<file path="src/rtl/pcw_pkg.sv">
package pcw_pkg;

    typedef enum logic [1:0] {
        WK_EXCH   = 2'b00,
        WK_BRANCH = 2'b01,
        WK_ALU    = 2'b10,
        WK_LOAD   = 2'b11
    } wr_kind_e;

    localparam logic ISET_WIDE = 1'b0;
    localparam logic ISET_COMP = 1'b1;

    localparam int LVL_W  = 2;
    localparam int MODE_W = 5;

    localparam logic [LVL_W-1:0]  LVL_HYP   = 2'b10;
    localparam logic [MODE_W-1:0] MODE_USER = 5'b10000;
    localparam logic [MODE_W-1:0] MODE_SYS  = 5'b11111;

    typedef enum logic [1:0] {
        ST_IDLE = 2'b00,
        ST_PC   = 2'b01,
        ST_RET  = 2'b10,
        ST_BOTH = 2'b11
    } pcw_state_e;

endpackage

</file>
<file path="src/rtl/pcw_target_calc.sv">
module pcw_target_calc
    import pcw_pkg::*;
#(
    parameter int ADDR_W = 32
) (
    input  logic [1:0]        kind,
    input  logic [ADDR_W-1:0] tgt,
    input  logic              iset_in,
    input  logic              force_align,
    output logic [ADDR_W-1:0] pc_out,
    output logic              iset_out,
    output logic              fault
);

    logic use_exchange;

    always_comb begin
        unique case (wr_kind_e'(kind))
            WK_EXCH:   use_exchange = 1'b1;
            WK_BRANCH: use_exchange = 1'b0;
            WK_ALU:    use_exchange = (iset_in == ISET_WIDE);
            WK_LOAD:   use_exchange = 1'b1;
            default:   use_exchange = 1'b1;
        endcase
    end

    always_comb begin
        pc_out   = tgt;
        iset_out = iset_in;
        fault    = 1'b0;
        if (use_exchange) begin
            if (tgt[0]) begin
                iset_out  = ISET_COMP;
                pc_out[0] = 1'b0;
            end else begin
                iset_out = ISET_WIDE;
                if (tgt[1]) begin
                    if (force_align) pc_out[1] = 1'b0;
                    else             fault     = 1'b1;
                end
            end
        end else begin
            pc_out[0] = 1'b0;
            if (iset_in == ISET_WIDE) pc_out[1] = 1'b0;
        end
    end

endmodule

</file>
<file path="src/rtl/pcw_eret_check.sv">
module pcw_eret_check
    import pcw_pkg::*;
(
    input  logic [LVL_W-1:0]  level,
    input  logic [MODE_W-1:0] mode,
    output logic              undef,
    output logic              unpred
);

    always_comb begin
        undef  = 1'b0;
        unpred = 1'b0;
        if (level == LVL_HYP)
            undef = 1'b1;
        else if (mode == MODE_USER || mode == MODE_SYS)
            unpred = 1'b1;
    end

endmodule

</file>
<file path="src/rtl/pcw_top.sv">
module pcw_top
    import pcw_pkg::*;
#(
    parameter int ADDR_W = 32
) (
    input  logic              clk,
    input  logic              rst_n,
    input  logic              req_valid,
    input  logic [1:0]        wr_kind,
    input  logic [ADDR_W-1:0] target,
    input  logic              cur_iset,
    input  logic              force_align,
    input  logic              eret_req,
    input  logic [1:0]        cur_level,
    input  logic [4:0]        cur_mode,
    output logic              out_valid,
    output logic [ADDR_W-1:0] next_pc,
    output logic              next_iset,
    output logic              align_fault,
    output logic              ret_valid,
    output logic              ret_undef,
    output logic              ret_unpred
);

    pcw_state_e        state_q, state_d;
    logic [ADDR_W-1:0] calc_pc;
    logic              calc_iset;
    logic              calc_fault;
    logic              chk_undef;
    logic              chk_unpred;

    pcw_target_calc #(.ADDR_W(ADDR_W)) u_calc (
        .kind        (wr_kind),
        .tgt         (target),
        .iset_in     (cur_iset),
        .force_align (force_align),
        .pc_out      (calc_pc),
        .iset_out    (calc_iset),
        .fault       (calc_fault)
    );

    pcw_eret_check u_eret (
        .level  (cur_level),
        .mode   (cur_mode),
        .undef  (chk_undef),
        .unpred (chk_unpred)
    );

    always_comb begin
        unique case ({req_valid, eret_req})
            2'b00:   state_d = ST_IDLE;
            2'b10:   state_d = ST_PC;
            2'b01:   state_d = ST_RET;
            2'b11:   state_d = ST_BOTH;
            default: state_d = ST_IDLE;
        endcase
    end

    always_ff @(posedge clk) begin
        if (!rst_n) state_q <= ST_IDLE;
        else        state_q <= state_d;
    end

    always_ff @(posedge clk) begin
        if (!rst_n) begin
            next_pc     <= '0;
            next_iset   <= 1'b0;
            align_fault <= 1'b0;
            ret_undef   <= 1'b0;
            ret_unpred  <= 1'b0;
        end else begin
            if (req_valid) begin
                next_pc     <= calc_pc;
                next_iset   <= calc_iset;
                align_fault <= calc_fault;
            end
            if (eret_req) begin
                ret_undef  <= chk_undef;
                ret_unpred <= chk_unpred;
            end
        end
    end

    always_comb begin
        unique case (state_q)
            ST_IDLE: begin out_valid = 1'b0; ret_valid = 1'b0; end
            ST_PC:   begin out_valid = 1'b1; ret_valid = 1'b0; end
            ST_RET:  begin out_valid = 1'b0; ret_valid = 1'b1; end
            ST_BOTH: begin out_valid = 1'b1; ret_valid = 1'b1; end
            default: begin out_valid = 1'b0; ret_valid = 1'b0; end
        endcase
    end


    pc_valid_follows_chk: assert property (@(posedge clk) disable iff (!rst_n)
        req_valid |=> out_valid);


    pc_valid_quiet_chk: assert property (@(posedge clk) disable iff (!rst_n)
        !req_valid |=> !out_valid);


    ret_valid_follows_chk: assert property (@(posedge clk) disable iff (!rst_n)
        eret_req |=> ret_valid);


    branch_keeps_iset_chk: assert property (@(posedge clk) disable iff (!rst_n)
        (req_valid && wr_kind == WK_BRANCH) |=> (next_iset == $past(cur_iset) && !align_fault));


    pc_bit0_clear_chk: assert property (@(posedge clk) disable iff (!rst_n)
        out_valid |-> !next_pc[0]);


    fault_only_wide_chk: assert property (@(posedge clk) disable iff (!rst_n)
        (out_valid && align_fault) |-> (next_iset == ISET_WIDE && next_pc[1]));


    ret_flags_exclusive_chk: assert property (@(posedge clk) disable iff (!rst_n)
        ret_valid |-> $countones({ret_undef, ret_unpred}) <= 1);

endmodule

</file>
<file path="config.mk">
export PLATFORM = sky130hd
export DESIGN_NAME = pcw_top
export DESIGN_NICKNAME = d
export VERILOG_FILES = /design/src/rtl/pcw_pkg.sv /design/src/rtl/pcw_target_calc.sv /design/src/rtl/pcw_eret_check.sv /design/src/rtl/pcw_top.sv
export SDC_FILE = /design/constraint.sdc
export NUM_CORES = 1
export LEC_CHECK = 0
export BUFFER_PORTS_ARGS = -buffer_cell sky130_fd_sc_hd__buf_2
export CORE_ASPECT_RATIO = 1.25
export CORE_UTILIZATION = 44
export DETAILED_ROUTE_END_ITERATION = 10
export PLACE_DENSITY = 0.84
export SKIP_LAST_GASP = 1
export SLEW_MARGIN = 20
export SYNTH_ARGS = -nofsm -noshare
export SYNTH_HDL_FRONTEND = slang
export SYNTH_SLANG_ARGS = --single-unit
</file>
<file path="constraint.sdc">
create_clock -name clk -period 3.8 [get_ports clk]
set_input_delay 1.14 -clock clk [delete_from_list [all_inputs] [get_ports clk]]
set_output_delay 1.14 -clock clk [all_outputs]
set_load 0.05 [all_outputs]
</file>
; Yosys cells after proc, flatten, opt, wreduce, memory -nomap -nowiden
; Index checks and enable logic that the tools add are counted.
[op_classes]
n_eq_ne = 12
mux = 16
n_bitwise = 1
reduce_logical = 9
[op_table]
columns = op, count
row1 = $eq A2 B2 Y1 const B, 7
row2 = $mux W1, 11
row3 = $eq A5 B5 Y1 const B, 2
row4 = $reduce_or A2 Y1, 5
row5 = $pmux W2 S4, 1
row6 = $eq A2 B1 Y1 const B, 3
row7 = $logic_not A2 Y1, 3
row8 = $pmux W1 S2, 2
row9 = $pmux W1 S3, 1
row10 = $mux W2, 1
row11 = $logic_or A1 B1 Y1, 1
row12 = $not A1 Y1, 1
[word_totals]
regBits = 38
out_inout_bits = 38

; Logic depth before layout (Yosys ltp)
; Gate-level depths: netlist (run 1).
[logic_depth]
ltp_word = 4
ltp_mapped = 5
ltp_nobuf = 5

; Cells and area by module
; From an unflattened synthesis (run 1), not the netlist that was laid out.
[unflattened]
cells_unflattened = 174
area_unflattened_um2 = 1826.8
[by_module_without_submodules]
columns = mod, instances, cells_per_inst, area_per_inst_um2, seq_area_each_um2
row1 = pcw_top, 1, 122, 1453.9, 760.7
row2 = pcw_target_calc, 1, 47, 336.6, 0.0
row3 = pcw_eret_check, 1, 5, 36.3, 0.0

; Least setup slack after synthesis (run 1)
; OpenSTA, ideal clock, no wires.
[synth_path]
kind = input to register
start = input wr_kind[0]
end = register next_pc[1]
arrival_time_ps = 1920
path_slack_ps = 1756
path_stages = 5
cell_sequence = inv_1 ha_1 o21ba_1 o211ai_1 a211oi_2
[synth_between]
elab_chain_len = 4
word_cells_on_any_way = 7
classes_between = 3 x eq/ne / 2 x mux / 2 x reduce/logical
[synth_lines]
columns = item, line
row1 = start: declaration, pcw_top.sv:9  ; input logic [1:0] wr_kind,
row2 = $eq A2 B2 Y1 / $logic_not A2 Y1 (equally long branches), pcw_target_calc.sv:18  ; unique case (wr_kind_e'(kind))
row3 = $reduce_or A2 Y1 (no line), -
row4 = $pmux W1 S3 (*), pcw_target_calc.sv:18
row5 = $mux W2 (*), pcw_target_calc.sv:31  ; if (use_exchange) begin
row6 = end signal: assignment, pcw_top.sv:73  ; next_pc <= calc_pc;
row7 = end: declaration, pcw_top.sv:17  ; output logic [ADDR_W-1:0] next_pc,
; Mark *: on every way between the ends. The rest lies on a longest branch, timed or not.
; A chain may end at the register's enable or synchronous reset.

; Final worst setup path (run 1)
[layout_path]
start = register next_pc[1]
end = output next_pc[1]
; No word-level cell between the ends.

==> parameters.txt, run 1 <==
Parameter                              Value

Status
  Run status ... finished clean

STA
  Final Max Tran Viols ... 0
  Tightest slew margin relative to the limit ... 0.604
  Setup Skew ... 0 ns
  Setup repair after global routing missed its margin ... no
  Transition time at the pin with the least slew margin ... ~0.59 ns
  Worst Slack Setup Final ... about 1.6 ns
  Setup TNS Final ... 0 ns
  WHS ... ~0.47 ns
  Maximum achievable frequency ... 464 MHz
  Final setup violation count ... 0
  Final worst path period share ... 0.567
  Final Hold Violating Endpoints ... 0
  Final critical-path required period ... between 2 and 2.5 ns

Layout
  Fraction of layout cells with a size suffix above 1 ... 0.417
  Share of the core filled with cells in the final layout ... 0.628
  Number of nets at the end of the flow ... 271
  Signed area change from the synthesized netlist to the final layout ... 30.8%
  Commonest cells after routing, fill and taps aside ... sky130_fd_sc_hd__buf_2, sky130_fd_sc_hd__dfxtp_1, sky130_fd_sc_hd__nor2_1
  FILL cells ... between 200 and 300
  Leading cell type in the layout, fill and taps excluded ... sky130_fd_sc_hd__buf_2
  Antenna diode count ... 0

Routing
  Routed wire length per instance ... approximately 11 um
  Number of vias after detailed routing ... roughly 1.3k
  Avg Vias per Cell ... about 4.8
  Final ANT Viol Nets ... 0
  Drt pass-1 iters ... 4
  Detailed-route wire length ... about 3000 um
  DRC Markers ... 0
  Initial drt markers ... 15

Synthesis
  Synth Area in Compound Gates ... 0.0620
  Post-synthesis cell type count ... 27
  Post-synth ARST share ... 0
  Share of synthesized area spent on multiplexers ... 0.207
  Dominant combinational cell family by area after synthesis ... multiplexers
  Number of register bits inferred by synthesis ... 37
  Primary FF master, synth ... sky130_fd_sc_hd__dfxtp_1
  Xor/xnor share of the synthesized area ... 0
  Post-synthesis cell area ... about 1500 sq um
  Proportion of synthesized chip area in sequential cells ... 0.510
  Number of instances in the synthesized netlist ... 141
  Post-synthesis average cell area ... around 10 sq um
  Count of flip-flops with a built-in enable after synthesis ... 0
  Adder and majority gate portion of the synthesized area ... 0.0172
  Simple-gate share of the synthesized area ... 0.139
  Number of nets in the synthesized netlist ... 190
  YS warnings ... 0

Run
  # Max-Cap Violations ... 0

Clock tree
  Number of clock buffers inserted by TritonCTS ... 5
  Register clock-pin slew on the reported worst setup and hold paths ... approximately 0.10 ns
  Hold_buf cts ... 0
  Clock root buffer ... sky130_fd_sc_hd__clkbuf_4
  Setup Buffers After CTS ... 0
  CTS sink count ... 37
  Level count of the clock H-tree ... 2
  Buffers from clock root to sink, at most ... 2
  Later-pin clock latency in the skew report ... 0.33 ns
  Post-CTS Resized ... 0
  TritonCTS clock tree ... done

Worst setup path
  Crit path buffers/inverters ... 1
  Cell type of the slowest stage on the worst timing path ... sky130_fd_sc_hd__dfxtp_1
  Family with the most delay on the worst path ... flip-flops
  Signal arrival time at the worst endpoint ... 1.02 ns
  Chain of cells forming the critical path ... buf_2
  Largest fanout of any net on the critical path ... 2
  Biggest cell delay along the critical path ... approximately 0.40 ns
  Type of destination of the critical path ... output port
  CP required ... ~2.7 ns
  Critical path start-end classification ... register to output port
  Crit path launch type ... register

Place
  Final HPWL DP ... around 2200 um
  Placer congestion estimate ... around 0.76
  Pre-CTS setup slack ... approximately 1.4 ns
  PortBufs ... 83

GRT
  Global-route wire length before repair ... roughly 4700 um
  Vias in the first global route ... ~1.2k
  Remaining global-route overflow ... 0
  Pin count of the biggest net entering global routing ... 36
  Antenna violations before repair ... 0
  Total track usage ... 0.186

Die
  Effective utilization at floorplan ... 0.480
  Core outline area ... around 3000 sq um
  Die Wd ... 53.4 um
  Area of the die ... approximately 3500 sq um
  Floorplan die height ... about 66 um
  Boundary Pins ... 85
  Standard-cell rows ... 22

Min path
  Class of the tightest hold or removal check ... register to register

Pwr
  Pwr Total ... roughly 0.8 mW
  Leakage dissipation ... slightly above 1 nW
  Power density cells ... about 420 nW/um^2
  Worst vdd rail ir drop ... about 300 uV
## sequential cells by signal, summed over array words and instances, names as in the netlist
name	flops
next_pc	31
next_iset	1
ret_undef	1
state_q	2
align_fault	1
ret_unpred	1
## layout make-up
cell class	count	area, sq um	area share
Clock buffer	7	45.0	0.0237
Inverter	5	18.8	0.00987
Multi-Input combinational cell	89	621	0.327
Timing Repair Buffer	84	423	0.223
Sequential cell	37	741	0.390
Clock inverter	1	7.51	0.00395
Tap cell	36	45.0	0.0237
## logic make-up (layout without fill, tap and decap cells)
group,count (synthesis),count (layout)
buffers and inverters,15,97
multiplexers,30,30
adder cells (fa/ha/maj),2,2
AND/OR/NAND/NOR,44,44
other,1,1
AO/OA/AOI/OAI,12,12
flip-flops,37,37
## where the power goes
group | switching (mW) | internal, mW | total, mW
registers | 0.0104 | 0.410 | 0.420
clock network | 0.123 | 0.0731 | 0.196
logic | 0.125 | 0.0580 | 0.183
## per-stage QoR
stage               std cells  area, sq um
floorplan                 141         1450
global placement          251         1850
detailed placement        251         1850
CTS                       259         1900
global route              259         1900
finish                    259         1900
## Yosys cell counts, drive strengths merged (3+ instances only)
| cell type | instances | area [sq um] |
|---|---|---|
| a21oi | 3 | 15.0 |
| inv | 5 | 18.8 |
| nor2 | 32 | 120 |
| dfxtp | 37 | 741 |
| nand2b | 4 | 32.5 |
| buf | 6 | 57.6 |
| mux2i | 30 | 300 |
| clkbuf | 4 | 15.0 |
## metal layers
layer	GRT usage	up-vias	share of wire
met1	0.179	570	0.38
met5	0	-	0
met4	0.0888	0	0.015
li1	-	629	-
met2	0.344	47	0.53
met3	0.0552	5	0.074
## final timing paths
| kind | end | startpoint | slack (ns) | depth (start not counted) |
|---|---|---|---|---|
| worst min register to register | ret_undef | ret_undef | 0.47 | 2 |
| worst min-delay path | ret_undef | ret_undef | 0.47 | 2 |
| worst max-delay path | next_pc[1] | next_pc[1] | 1.64 | 1 |
| worst max register to register | next_pc[1] | next_pc[1] | 2.95 | 3 |
No activity file was read; power rests on OpenSTA's default activity.
==> run 2: changes to the inputs <==
--- a/config.mk
+++ b/config.mk
@@ -7,9 +7,9 @@
 export LEC_CHECK = 0
 export BUFFER_PORTS_ARGS = -buffer_cell sky130_fd_sc_hd__buf_2
 export CORE_ASPECT_RATIO = 1.25
-export CORE_UTILIZATION = 44
+export CORE_UTILIZATION = 43
 export DETAILED_ROUTE_END_ITERATION = 10
-export PLACE_DENSITY = 0.84
+export PLACE_DENSITY = 0.82
 export SKIP_LAST_GASP = 1
 export SLEW_MARGIN = 20
 export SYNTH_ARGS = -nofsm -noshare
==> constraint.sdc (replaced) <==
create_clock -name clk -period 2.02 [get_ports clk]
set_input_delay 0.606 -clock clk [delete_from_list [all_inputs] [get_ports clk]]
set_output_delay 0.606 -clock clk [all_outputs]
set_load 0.05 [all_outputs]
==> run 2 against run 1 <==
Setup slack worse by 1.2 ns. Global-route usage shrank 0.32 points. Sequential power up 88%. Final cell count up 0.77%. Largest power group unchanged. First-iteration DRC count grew 80%. Highest routed layer unchanged.
==> parameters.txt, run 2 (synthesis gave the netlist of run 1 again) <==
Parameter                              Value

Status
  Run status ... finished clean

Worst setup path
  Signal arrival time at the worst endpoint ... about 0.93 ns
  Crit path launch type ... register
  Biggest cell delay along the critical path ... between 0.3 and 0.4 ns
  CP required ... 1.41 ns
  Largest fanout of any net on the critical path ... 2
  Setup slack of the most critical reg-to-reg path ... 1.19 ns
  Family with the most delay on the worst path ... flip-flops
  Crit path buffers/inverters ... 1
  Type of destination of the critical path ... output port
  Reg2Reg Depth ... 3
  Crit Reg-Reg Startpoint ... next_pc[1]
  Chain of cells forming the critical path ... buf_2
  Reg2reg end ... next_pc[1]
  Cell type of the slowest stage on the worst timing path ... sky130_fd_sc_hd__dfxtp_1
  Critical path start-end classification ... register to output port

Pwr
  Power density cells ... about 900 nW/um^2
  Leakage dissipation ... about 1.1 nW
  Worst vdd rail ir drop ... around 700 uV
  Share of total power in sequential cells ... 0.438
  Switching component of the power ... 0.515 mW
  Internal power summed over all cells ... roughly 1.3 mW
  Combinational group share of total power ... 0.196
  Clk network pwr share ... 0.366
  Switching share of total power ... 0.286

Routing
  DRC Markers ... 0
  Avg Vias per Cell ... 4.77
  Drt pass-1 iters ... 3
  Final ANT Viol Nets ... 0
  Initial drt markers ... 27
  Number of vias after detailed routing ... between 1k and 1.5k
  Routed wire length per instance ... roughly 11 um
  Detailed-route wire length ... roughly 3000 um

Layout
  Commonest cells after routing, fill and taps aside ... sky130_fd_sc_hd__buf_2, sky130_fd_sc_hd__dfxtp_1, sky130_fd_sc_hd__nor2_1
  Top flop regs ... next_pc (31), state_q (2)
  Largest register FFs ... 31
  Leading cell type in the layout, fill and taps excluded ... sky130_fd_sc_hd__buf_2
  Biggest register ... next_pc
  Summed area of non-filler cells in the final layout ... ~2000 sq um
  Signed area change from the synthesized netlist to the final layout ... 37.8%
  Fraction of layout cells with a size suffix above 1 ... 0.429
  Number of nets at the end of the flow ... roughly 270
  FILL cells ... between 200 and 300
  Antenna diode count ... 0

Clock tree
  TritonCTS clock tree ... done
  Level count of the clock H-tree ... 2
  Buffers from clock root to sink, at most ... 2
  Clock root buffer ... sky130_fd_sc_hd__clkbuf_8
  Later-pin clock latency in the skew report ... 0.28 ns
  Setup Buffers After CTS ... 0
  Hold_buf cts ... 0
  Number of clock buffers inserted by TritonCTS ... 5
  CTS sink count ... 37
  Register clock-pin slew on the reported worst setup and hold paths ... 0.07 ns
  Post-CTS Resized ... 0

STA
  Tightest slew margin relative to the limit ... 0.606
  Maximum achievable frequency ... ~650 MHz
  Final Max Tran Viols ... 0
  Final setup violation count ... 0
  Setup Skew ... 0 ns
  Final worst path period share ... 0.762
  Setup TNS Final ... 0 ns
  Setup repair after global routing missed its margin ... no
  Final critical-path required period ... 1.54 ns
  Transition time at the pin with the least slew margin ... roughly 0.6 ns
  Final Hold Violating Endpoints ... 0

Place
  PortBufs ... 83
  Final HPWL DP ... between 2000 and 2500 um
  Placer congestion estimate ... 0.739
  Total cell area at the placement stage ... between 1500 and 2000 sq um

GRT
  Global-route wire length before repair ... 4670 um
  Remaining global-route overflow ... 0
  Antenna violations before repair ... 0
  Vias in the first global route ... 1,128
  Pin count of the biggest net entering global routing ... 36
  Total track usage ... 0.183

Die
  Die Wd ... 54.0 um
  Floorplan die height ... 67.0 um
  Area of the die ... between 3000 and 4000 sq um
  Boundary Pins ... 85
  Core outline area ... roughly 3200 sq um
  Standard-cell rows ... 23
  Effective utilization at floorplan ... 0.451

Min path
  Class of the tightest hold or removal check ... register to register
  Startpoint of the tightest hold check path ... align_fault
  Cells on Worst Hold Path ... 2
  Worst Hold Endpoint ... align_fault

Run
  # Max-Cap Violations ... 0
run 2: changes by cell type in the layout (fill, tap and decap cells not counted), sizes merged:
cell,before,now
buf,84,85
bufinv,0,1
clkbuf,7,6
run 2: layout make-up:
class | count | area, sq um | area share
sequential | 37 | 741 | 0.370
multi-input combinational | 89 | 621 | 0.310
timing repair buffer | 85 | 455 | 0.228
clock buffer | 6 | 82.6 | 0.0413
tap | 37 | 46.3 | 0.0231
clock inverter | 2 | 37.5 | 0.0188
inverter | 5 | 18.8 | 0.00938
run 2: routing by layer:
metal  track usage  share of wire  vias up
met5             0              0        -
met4        0.0962          0.019        0
met3        0.0685          0.076        6
met2         0.316           0.50       52
met1         0.183           0.41      558
li1              -              -      629
run 2: worst max path at each step:
stage	start	endpoint	slack, ns	depth (start not counted)
final	next_pc[1]	next_pc[1]	0.48	1
after global routing	next_pc[1]	next_pc[1]	0.42	1
after global placement	wr_kind[0]	next_pc[1]	0.35	6
after CTS	next_pc[1]	next_pc[1]	0.46	1
after floorplan	wr_kind[0]	next_pc[1]	0.51	5
after detailed placement	wr_kind[0]	next_pc[1]	0.31	6
run 2: stage by stage:
stage	setup WS (ns)	std cells	util	total power, mW	hold slack (ns)
floorplan	0.510	141	-	1.06	0.685
global placement	0.353	253	0.584	1.16	0.455
detailed placement	0.312	253	0.584	1.16	0.456
CTS	0.462	261	0.621	1.82	0.467
global route	0.415	261	0.621	1.88	0.502
finish	0.480	261	0.621	1.80	0.464
run 2: worst min-delay path: cells and delay by family (launching register included):
family,cells,cell delay (ns)
compound gates,1,0.06
flops,1,0.31
simple gates,1,0.06
run 2: power by group through the flow:
stage | Clock (mW) | Combinational (mW) | Sequential, mW
floorplan | 0 | 0.117 | 0.943
global placement | 0 | 0.350 | 0.805
detailed placement | 0 | 0.355 | 0.806
CTS | 0.676 | 0.356 | 0.790
global route | 0.707 | 0.379 | 0.795
finish | 0.660 | 0.353 | 0.789
